`src/rtl/sniff_pkg.sv`:
```
package sniff_pkg;

    localparam int ACC_W = 32;
    localparam logic [31:0] POLY32 = 32'h04C1_1DB7;
    localparam logic [15:0] POLY16 = 16'h1021;

    typedef enum logic [3:0] {
        MODE_CRC32     = 4'h0,
        MODE_CRC32_REV = 4'h1,
        MODE_CRC16     = 4'h2,
        MODE_CRC16_REV = 4'h3,
        MODE_PARITY    = 4'hE,
        MODE_SUM       = 4'hF
    } sniff_mode_e;

    typedef struct packed {
        logic       en;
        logic [3:0] mode;
        logic       in_swap;
        logic       out_inv;
        logic       out_rev;
    } sniff_ctrl_t;

    typedef struct packed {
        logic [ACC_W-1:0] bits;
        logic [5:0]       nbits;
    } prep_beat_t;

    function automatic logic [ACC_W-1:0] rev32(input logic [ACC_W-1:0] v);
        logic [ACC_W-1:0] r;
        for (int i = 0; i < ACC_W; i++) r[i] = v[ACC_W-1-i];
        return r;
    endfunction

    function automatic logic [5:0] size_bits(input logic [1:0] sz);
        case (sz)
            2'd0:    return 6'd8;
            2'd1:    return 6'd16;
            default: return 6'd32;
        endcase
    endfunction

    function automatic logic [ACC_W-1:0] low_mask(input logic [5:0] nb);
        if (nb >= 6'd32) return '1;
        return (32'h1 << nb) - 32'h1;
    endfunction

    function automatic logic [ACC_W-1:0] swap_lanes(input logic [ACC_W-1:0] v,
                                                    input logic [1:0] sz);
        case (sz)
            2'd0:    return v;
            2'd1:    return {16'h0, v[7:0], v[15:8]};
            default: return {v[7:0], v[15:8], v[23:16], v[31:24]};
        endcase
    endfunction

    function automatic logic [ACC_W-1:0] crc32_feed(input logic [ACC_W-1:0] acc,
                                                    input logic [ACC_W-1:0] d,
                                                    input logic [5:0] nb);
        logic [ACC_W-1:0] a;
        logic fb;
        a = acc;
        for (int k = ACC_W - 1; k >= 0; k--) begin
            if (k < int'(nb)) begin
                fb = a[31] ^ d[k];
                a  = {a[30:0], 1'b0} ^ (fb ? POLY32 : 32'h0);
            end
        end
        return a;
    endfunction

    function automatic logic [15:0] crc16_feed(input logic [15:0] acc,
                                               input logic [ACC_W-1:0] d,
                                               input logic [5:0] nb);
        logic [15:0] a;
        logic fb;
        a = acc;
        for (int k = ACC_W - 1; k >= 0; k--) begin
            if (k < int'(nb)) begin
                fb = a[15] ^ d[k];
                a  = {a[14:0], 1'b0} ^ (fb ? POLY16 : 16'h0);
            end
        end
        return a;
    endfunction

endpackage

```
`src/rtl/sniff_ctrl_reg.sv`:
```
module sniff_ctrl_reg
    import sniff_pkg::*;
#(
    parameter int CHAN_W = 4
) (
    input  logic              clk,
    input  logic              rst,
    input  logic              wr,
    input  sniff_ctrl_t       wr_ctrl,
    input  logic [CHAN_W-1:0] wr_chan,
    output sniff_ctrl_t       ctrl_q,
    output logic [CHAN_W-1:0] chan_q
);

    always_ff @(posedge clk) begin
        if (rst) begin
            ctrl_q <= '0;
            chan_q <= '0;
        end else if (wr) begin
            ctrl_q <= wr_ctrl;
            chan_q <= wr_chan;
        end
    end

endmodule

```
`src/rtl/sniff_prep.sv`:
```
module sniff_prep
    import sniff_pkg::*;
(
    input  logic [ACC_W-1:0] data,
    input  logic [1:0]       size,
    input  logic             in_swap,
    input  logic [3:0]       mode,
    output prep_beat_t       beat
);

    logic [5:0]       nb;
    logic [ACC_W-1:0] masked;
    logic [ACC_W-1:0] swapped;
    logic             bit_rev;

    always_comb begin
        nb      = size_bits(size);
        masked  = data & low_mask(nb);
        swapped = in_swap ? swap_lanes(masked, size) : masked;
        bit_rev = (mode == MODE_CRC32_REV) || (mode == MODE_CRC16_REV);
        beat.nbits = nb;
        beat.bits  = bit_rev ? (rev32(swapped) >> (6'd32 - nb)) : swapped;
    end

endmodule

```
`src/rtl/sniff_engine.sv`:
```
module sniff_engine
    import sniff_pkg::*;
(
    input  logic             clk,
    input  logic             rst,
    input  logic             seed_wr,
    input  logic [ACC_W-1:0] seed_data,
    input  logic             hit,
    input  logic [3:0]       mode,
    input  prep_beat_t       beat,
    output logic [ACC_W-1:0] acc_q
);

    logic [ACC_W-1:0] acc_next;

    always_comb begin
        acc_next = acc_q;
        case (mode)
            MODE_CRC32, MODE_CRC32_REV:
                acc_next = crc32_feed(acc_q, beat.bits, beat.nbits);
            MODE_CRC16, MODE_CRC16_REV:
                acc_next = {16'h0, crc16_feed(acc_q[15:0], beat.bits, beat.nbits)};
            MODE_PARITY:
                acc_next = {acc_q[ACC_W-1:1], acc_q[0] ^ (^beat.bits)};
            MODE_SUM:
                acc_next = acc_q + beat.bits;
            default:
                acc_next = acc_q;
        endcase
    end

    always_ff @(posedge clk) begin
        if (rst)          acc_q <= '0;
        else if (seed_wr) acc_q <= seed_data;
        else if (hit)     acc_q <= acc_next;
    end

endmodule

```
`src/rtl/sniff_out.sv`:
```
module sniff_out
    import sniff_pkg::*;
(
    input  logic [ACC_W-1:0] acc,
    input  logic             out_rev,
    input  logic             out_inv,
    output logic [ACC_W-1:0] value
);

    logic [ACC_W-1:0] ordered;

    always_comb begin
        ordered = out_rev ? rev32(acc) : acc;
        value   = out_inv ? ~ordered : ordered;
    end

endmodule

```
`src/rtl/stream_sniffer.sv`:
```
module stream_sniffer
    import sniff_pkg::*;
#(
    parameter int NUM_CHAN = 12,
    localparam int CHAN_W = (NUM_CHAN > 1) ? $clog2(NUM_CHAN) : 1
) (
    input  logic              clk,
    input  logic              rst,
    input  logic              ctrl_wr,
    input  logic              ctrl_en,
    input  logic [CHAN_W-1:0] ctrl_chan,
    input  logic [3:0]        ctrl_mode,
    input  logic              ctrl_in_swap,
    input  logic              ctrl_out_inv,
    input  logic              ctrl_out_rev,
    input  logic              seed_wr,
    input  logic [31:0]       seed_data,
    input  logic              beat_valid,
    input  logic [31:0]       beat_data,
    input  logic [1:0]        beat_size,
    input  logic [CHAN_W-1:0] beat_chan,
    input  logic              beat_sniff_en,
    output logic [31:0]       result
);

    sniff_ctrl_t       wr_ctrl;
    sniff_ctrl_t       ctrl_q;
    logic [CHAN_W-1:0] chan_q;
    prep_beat_t        beat;
    logic              hit;
    logic [ACC_W-1:0]  acc_q;

    always_comb begin
        wr_ctrl.en      = ctrl_en;
        wr_ctrl.mode    = ctrl_mode;
        wr_ctrl.in_swap = ctrl_in_swap;
        wr_ctrl.out_inv = ctrl_out_inv;
        wr_ctrl.out_rev = ctrl_out_rev;
    end

    sniff_ctrl_reg #(.CHAN_W(CHAN_W)) u_ctrl (
        .clk     (clk),
        .rst     (rst),
        .wr      (ctrl_wr),
        .wr_ctrl (wr_ctrl),
        .wr_chan (ctrl_chan),
        .ctrl_q  (ctrl_q),
        .chan_q  (chan_q)
    );

    assign hit = ctrl_q.en && beat_valid && beat_sniff_en && (beat_chan == chan_q);

    sniff_prep u_prep (
        .data    (beat_data),
        .size    (beat_size),
        .in_swap (ctrl_q.in_swap),
        .mode    (ctrl_q.mode),
        .beat    (beat)
    );

    sniff_engine u_engine (
        .clk       (clk),
        .rst       (rst),
        .seed_wr   (seed_wr),
        .seed_data (seed_data),
        .hit       (hit),
        .mode      (ctrl_q.mode),
        .beat      (beat),
        .acc_q     (acc_q)
    );

    sniff_out u_out (
        .acc     (acc_q),
        .out_rev (ctrl_q.out_rev),
        .out_inv (ctrl_q.out_inv),
        .value   (result)
    );

endmodule

```
`config.mk`:
```
export PLATFORM = sky130hd
export DESIGN_NAME = stream_sniffer
export DESIGN_NICKNAME = d
export VERILOG_FILES = /design/src/rtl/sniff_pkg.sv /design/src/rtl/sniff_ctrl_reg.sv /design/src/rtl/sniff_prep.sv /design/src/rtl/sniff_engine.sv /design/src/rtl/sniff_out.sv /design/src/rtl/stream_sniffer.sv
export SDC_FILE = /design/constraint.sdc
export NUM_CORES = 1
export LEC_CHECK = 0
export BUFFER_PORTS_ARGS = -buffer_cell sky130_fd_sc_hd__clkbuf_2
export CAP_MARGIN = 20
export CORE_ASPECT_RATIO = 1.4
export CORE_MARGIN = 2
export CORE_UTILIZATION = 45
export DETAILED_ROUTE_END_ITERATION = 6
export GPL_TIMING_DRIVEN = 1
export PLACE_DENSITY_LB_ADDON = 0.05
export SLEW_MARGIN = 10
export SYNTH_ARGS = -nofsm -noshare
export SYNTH_HDL_FRONTEND = slang
export SYNTH_SLANG_ARGS = --single-unit
```
`constraint.sdc`:
```
create_clock -name clk -period 9.9 [get_ports clk]
set_clock_uncertainty 0.05 [all_clocks]
set_input_delay 1.485 -clock clk [delete_from_list [all_inputs] [get_ports clk]]
set_output_delay 1.485 -clock clk [all_outputs]
set_load 0.02 [all_outputs]
```
; ---- Yosys cells after proc, flatten, opt, wreduce, memory -nomap -nowiden
; Cells that the tools add are included.
[word_totals]
in_bits = 88
output_inout_bits = 32
reg_bits = 44
wordCells = 401
[op_classes]
muxes = 202
shifts = 2
n_bitwise = 131
n_lt_le_gt_ge = 33
add_sub_neg = 3
n_eq_ne = 8
reduce_logical = 14
[op_table]
columns = cell, count
row1 = $mux 32, 71
row2 = $xor 32x32->32, 32
row3 = $mux 16, 63
row4 = $mux 27, 32
row5 = $xor 16x16->16, 32
row6 = $mux 13, 32
row7 = $pmux 32 s4, 1
row8 = $lt 5x6->1 const A, 16
row9 = $xor 1x1->1, 65
row10 = $pmux 32 s2, 1
row11 = $lt 4x6->1 const A, 8
row12 = $add 32x32->32, 1
row13 = $and 32x32->32, 1
row14 = $not 32->32, 1
row15 = $reduce_xor 32->1, 1
row16 = $shl 1x6->32 const A, 1
row17 = $shr 32x6->32, 1
row18 = $sub 32x1->32 const B, 1
row19 = $lt 3x6->1 const A, 4
row20 = $lt 1x6->1 const A, 2
row21 = $lt 2x6->1 const A, 2
row22 = $pmux 6 s2, 1
row23 = $eq 4x2->1 const B, 2
row24 = $eq 4x4->1 const B, 2
row25 = 17 further kinds, 20

; ---- Longest topological paths before layout
[logic_depth]
ltp_word = 172
mapped_depth = 40
ltp_nobuf = 33

; ---- By module
; A second synthesis with hierarchy kept.
[unflattened]
hier_cells = 5204
hier_area_um2 = 34068.9
[by_module_without_submodules]
columns = mod, seq_area_each_um2, instances, cells_each, area_per_inst_um2
row1 = sniff_engine, 640.6, 1, 4821, 31204.9
row2 = sniff_prep, 0.0, 1, 267, 1712.9
row3 = sniff_out, 0.0, 1, 72, 676.9
row4 = sniff_ctrl_reg, 240.2, 1, 38, 420.4
row5 = stream_sniffer, 0.0, 1, 6, 53.8

; ---- Worst setup path after synthesis
; OpenSTA, ideal clock, no wires.
[synth_timing]
kind = input -> register
from = input beat_size[0]
to = register u_engine.acc_q[28]
arrival_time_ns = 9.848
slack_ns = -0.129
n_path_buf = 13
t_required_ns = 9.718
path_stages = 39
setup_ns = 0.132
path_cell_list = buf_6 -> nor2_1 -> inv_2 -> buf_1 -> buf_1 -> clkbuf_1 -> buf_1 -> ha_1 -> clkbuf_1 -> clkbuf_1 -> clkbuf_1 -> buf_1 -> clkbuf_1 -> clkbuf_1 -> buf_1 -> clkbuf_1 -> a221oi_1 -> a21oi_1 -> (+3 left out) -> a21boi_0 -> o21ai_0 -> a21boi_0 -> o21ai_0 -> a21boi_0 -> o21ai_0 -> a21boi_0 -> o21ai_0 -> a21oi_1 -> o211ai_1 -> a21boi_0 -> o311ai_0 -> a31oi_1 -> a31oi_1 -> xor2_1 -> nor2_1 -> a211oi_1 -> nor3_1
[synth_via]
elab_chain_len = 117
elab_cells_between_ends = 205
classes_between = add/sub (3) / order compare (33) / eq/ne (1) / shift (2) / mux (102) / bitwise (63) / reduce/logical (1)
[synth_rtl]
columns = element, line
row1 = from (decl), stream_sniffer.sv:20  ; input logic [1:0] beat_size,
row2 = $eq 2x1->1 / $logic_not 2->1 (equally long branches), "sniff_pkg.sv:36, sniff_pkg.sv:50"
row3 = $pmux 6 s2, sniff_pkg.sv:36  ; case (sz)
row4 = $shl 1x6->32 / $ge 6x6->1 (equally long branches), "sniff_pkg.sv:45, sniff_pkg.sv:44"
row5 = $sub 32x1->32 / $mux 1 (equally long branches), "sniff_pkg.sv:45, sniff_pkg.sv:44"
row6 = $mux 32, sniff_pkg.sv:45  ; return (32'h1 << nb) - 32'h1;
row7 = $and 32x32->32, sniff_prep.sv:18  ; masked = data & low_mask(nb);
row8 = $pmux 32 s2, sniff_pkg.sv:50  ; case (sz)
row9 = $mux 32, sniff_prep.sv:19  ; swapped = in_swap ? swap_lanes(masked, size) : masked;
row10 = (+101 left out), --
row11 = $mux 32 / $xor 32x32->32 (equally long branches), "sniff_engine.sv:18, sniff_pkg.sv:66"
row12 = $xor 32x32->32 / $mux 32 (equally long branches), "sniff_pkg.sv:66, sniff_pkg.sv:64"
row13 = "$mux 32, on equally long branches", "sniff_pkg.sv:64, sniff_engine.sv:18"
row14 = $mux 32 / $xor 32x32->32 (equally long branches), "sniff_engine.sv:18, sniff_pkg.sv:66"
row15 = $mux 32, sniff_pkg.sv:64  ; if (k < int'(nb)) begin
row16 = $pmux 32 s4 *, sniff_engine.sv:18  ; case (mode)
row17 = $mux 32 *, sniff_engine.sv:35  ; else if (hit) acc_q <= acc_next;
row18 = $mux 32 *, sniff_engine.sv:34  ; else if (seed_wr) acc_q <= seed_data;
row19 = to (signal assigned), sniff_engine.sv:34
row20 = to (signal assigned), sniff_engine.sv:35
row21 = to (decl), sniff_engine.sv:11  ; output logic [ACC_W-1:0] acc_q
; Every way passes the cells marked *; elsewhere a longest branch is shown, timed or not. The select of a mux whose other input is x is not followed.
; A chain may end at the register's enable or synchronous reset.

; ---- Final worst setup path
[layout_timing]
from = input beat_size[0]
to = register u_engine.acc_q[8]
[layout_via]
elab_chain_len = 124
elab_cells_between_ends = 362
classes_between = add/sub (3) / order compare (33) / eq/ne (1) / shift (2) / mux (196) / bitwise (126) / reduce/logical (1)
[layout_rtl]
columns = element, line
row1 = $eq 2x1->1 / $logic_not 2->1 (equally long branches), "sniff_pkg.sv:36, sniff_pkg.sv:50"
row2 = $pmux 6 s2, sniff_pkg.sv:36
row3 = $shl 1x6->32 / $ge 6x6->1 (equally long branches), "sniff_pkg.sv:45, sniff_pkg.sv:44"
row4 = $sub 32x1->32 / $mux 1 (equally long branches), "sniff_pkg.sv:45, sniff_pkg.sv:44"
row5 = $mux 32, sniff_pkg.sv:45
row6 = $and 32x32->32, sniff_prep.sv:18
row7 = $pmux 32 s2, sniff_pkg.sv:50
row8 = $mux 32, sniff_prep.sv:19
row9 = (+108 left out), --
row10 = $xor 16x16->16, sniff_pkg.sv:81  ; a = {a[14:0], 1'b0} ^ (fb ? POLY16 : 16'h0);
row11 = $mux 16, sniff_pkg.sv:79  ; if (k < int'(nb)) begin
row12 = $mux 16, sniff_engine.sv:18
row13 = $xor 16x16->16, sniff_pkg.sv:81
row14 = $mux 16, sniff_pkg.sv:79
row15 = $pmux 32 s4 *, sniff_engine.sv:18
row16 = $mux 32 *, sniff_engine.sv:35
row17 = $mux 32 *, sniff_engine.sv:34
; Marked as above.

==> results.py <==
metrics = {
    "status": {
        "status": "completed",
    },
    "floorplanning": {
        "io_pins": 120,
        "die-area_um2": 30680,
        "die_h_um": 206.5,
        "core-area_um2": 28980,
        "initial_utilization_pct": 45.47,
        "placementRows": 74,
        "fp.dieW_um": 148.6,
    },
    "worst_setup_path": {
        "cp_cell_sequence": "clkbuf_2 -> nand2b_1 -> ha_4 -> nor3b_2 -> a221o_1 -> a22oi_4 -> xor2_4 -> xnor3_1 -> mux2i_1 -> xnor2_1 -> o21ai_0 -> xor2_1 -> mux4_2 -> xnor2_4 -> o21ai_2 -> nor3b_2 -> o31ai_4 -> xor3_2 -> xnor3_2 -> xnor2_1 -> or4_1 -> nand2_1",
        "cp.required_ps": 10090,
        "path_buf_inv": 1,
        "ff2ff_path_depth": 20,
        "start_kind": "input pin",
        "crit_family": "XOR/XNOR gates",
        "cp.depth": 22,
        "max_stage_delay_ps": 790,
        "path_max_fanout": 30,
        "path_class": "input pin to register",
        "crit_arrival_ps": 9220,
        "crit_path_end_kind": "register",
        "cpMaxStageDelayCell": "mux2i_1",
    },
    "logic_synthesis": {
        "synth_simple_gate_area_share_pct": 14.45,
        "syn_area_per_cell_um2": 8.005,
        "synth_compound_area_share_pct": 22.21,
        "synth.mux.area_fraction_pct": 10.10,
        "synth-warning-count": 0,
        "yosysTopAreaCell": "xnor2_1",
        "yosysSeqAreaShare_pct": 6.685,
        "ys_ff_latch": 44,
        "postSynth.asyncResetShare_pct": 0,
        "synth_fa_ha_area_share_pct": 3.191,
        "synth.top_cell.area_share_pct": 19.14,
        "synthesis.nets": 1767,
        "synth_edf_count": 0,
        "yosys-top-cells-count": "xnor2_1, nand2_1, nor2_1",
        "synth_top_family_by_area": "XOR/XNOR gates",
        "yosysUniqueCellTypes": 99,
        "yosys-top-cells-area": "xnor2_1, mux2i_1, xnor3_1",
        "synth_xor_area_share_pct": 38.86,
        "ys.flop_type": "dfxtp_1",
        "syn-cell-area_um2": 13180,
        "yosysMostFrequentCell": "xnor2_1",
        "syn_inst": 1646,
    },
    "routing": {
        "via_per_inst": 6.136,
        "dr.pass1.iters": 5,
        "vias": 12879,
        "route.detailed.drc": 0,
        "routed_wl_um": 57030,
        "ant_nets": 0,
        "drtIter0Drc": 938,
        "avgRoutedWirePerCell_um": 27.17,
    },
    "clock_tree": {
        "cts_tree": "built",
        "root_buffer": "clkbuf_16",
        "insertion_delay_ps": 300,
        "cts_resized": 0,
        "cts_buffers": 5,
        "ctsHtreeMaxLevel": 2,
        "cts_setup_buffers": 0,
        "holdBufCountCts": 0,
        "path_clk_slew_ps": 60,
        "clockBufferDepth": 2,
        "clkSinkCount": 44,
    },
    "finish": {
        "nets": 1839,
        "finalNonFillerCells": 2099,
        "antenna_cells": 0,
        "drive_gt1_share_pct": 15.53,
        "fill_cells": 2938,
        "area_growth_pct": 9.173,
    },
    "min_path": {
        "hold_depth": 2,
        "hp-class": "register to register",
    },
    "place": {
        "hpwl_um": 46240,
        "place_ws_ps": 696.5,
        "dp_cells": 2091,
        "gp_congestion": 1.030,
        "portBuffers": 119,
    },
    "timing": {
        "fin_ws_ps": 870.2,
        "setup_violations": 0,
        "tns_ps": 0,
        "fin_crit_sh_pct": 91.21,
        "slew-limit-headroom_pct": 29.57,
        "drv_slew": 0,
        "fmax_mhz": 110.7,
        "tightest_slew_ps": 1048,
        "rsz0062_at_grt": "false",
        "hold_viol": 0,
        "period_needed_ps": 9030,
    },
    "global_routing": {
        "grt_pass1_vias": 12611,
        "antenna_found_initial": 0,
        "overflow": 0,
        "grt_usage_pct": 36.78,
        "grt_pass1_wl_um": 82960,
        "grt_max_degree": 77,
    },
    "run": {
        "cap_violations": 0,
    },
}
tightest hold or removal path: stages (launching register included):
cell,delay [ps]
dfxtp_1,340
mux2i_1,70
nor2_1,70
logic make-up after synthesis:
group / Yosys count
buf+inv: 146
xor+xnor: 472
mux: 124
fa+ha+maj: 33
flops: 44
compound gates: 428
simple gates: 399
path summary, 6_finish.rpt:
kind / start / end / slack, ps
setup / recovery: beat_size[0] / u_engine.acc_q[8]$_SDFFE_PP0P_ / 870
hold / removal: u_ctrl.chan_q[0]$_SDFFE_PP0P_ / u_ctrl.chan_q[0]$_SDFFE_PP0P_ / 470
setup reg to reg: u_ctrl.ctrl_q[3]$_SDFFE_PP0P_ / u_engine.acc_q[24]$_SDFFE_PP0P_ / 1940
hold reg to reg: u_ctrl.chan_q[0]$_SDFFE_PP0P_ / u_ctrl.chan_q[0]$_SDFFE_PP0P_ / 470
cell type report:
cell class / count / area (µm²) / share of cell area (%)
Sequential cell: 44 / 883.3 / 6.141
Multi-Input combinational cell: 1456 / 11740 / 81.64
Clock inverter: 2 / 15.01 / 0.1044
Tap cell: 380 / 475.5 / 3.305
Inverter: 42 / 157.7 / 1.096
Timing Repair Buffer: 169 / 970.9 / 6.750
Clock buffer: 6 / 138.9 / 0.9655
layout by cell type, fill, tap and decap left out, types with 31 or more instances in the layout:
cell type and n:
dfxtp_1 42, clkbuf_2 119, inv_1 40, o21ai_0 90
a221oi_1 32, ha_1 31, mux2i_1 99, xor2_1 111
xnor2_1 288, nand2_1 131, a21oi_1 111, xnor3_1 44
nor2_1 116, buf_4 50
sequential cells by signal (all words and copies together) (netlist names):
register        flops
u_ctrl.chan_q       4
u_ctrl.ctrl_q       8
u_engine.acc_q     32
stage by stage:
stage / util (%) / hold slack (ps) / instance area [µm²]
after global placement: 49.03 / 427.6 / 14210
final: 49.64 / 472.6 / 14390
after floorplan: - / 410.0 / 13180
after detailed placement: 49.11 / 439.2 / 14230
after global routing: 49.64 / 504.1 / 14390
after CTS: 49.64 / 476.7 / 14390
per-layer routing:
metal / part of all wire [%] / track usage (%)
met1: 37 / 41.11
met5: 0 / 0
met4: 9.5 / 28.71
met2: 48 / 64.53
met3: 5.0 / 2.781
Power is left out: the tool's default activity adds up to more than one toggle a clock period on the data nets, which glitch-free logic cannot reach.
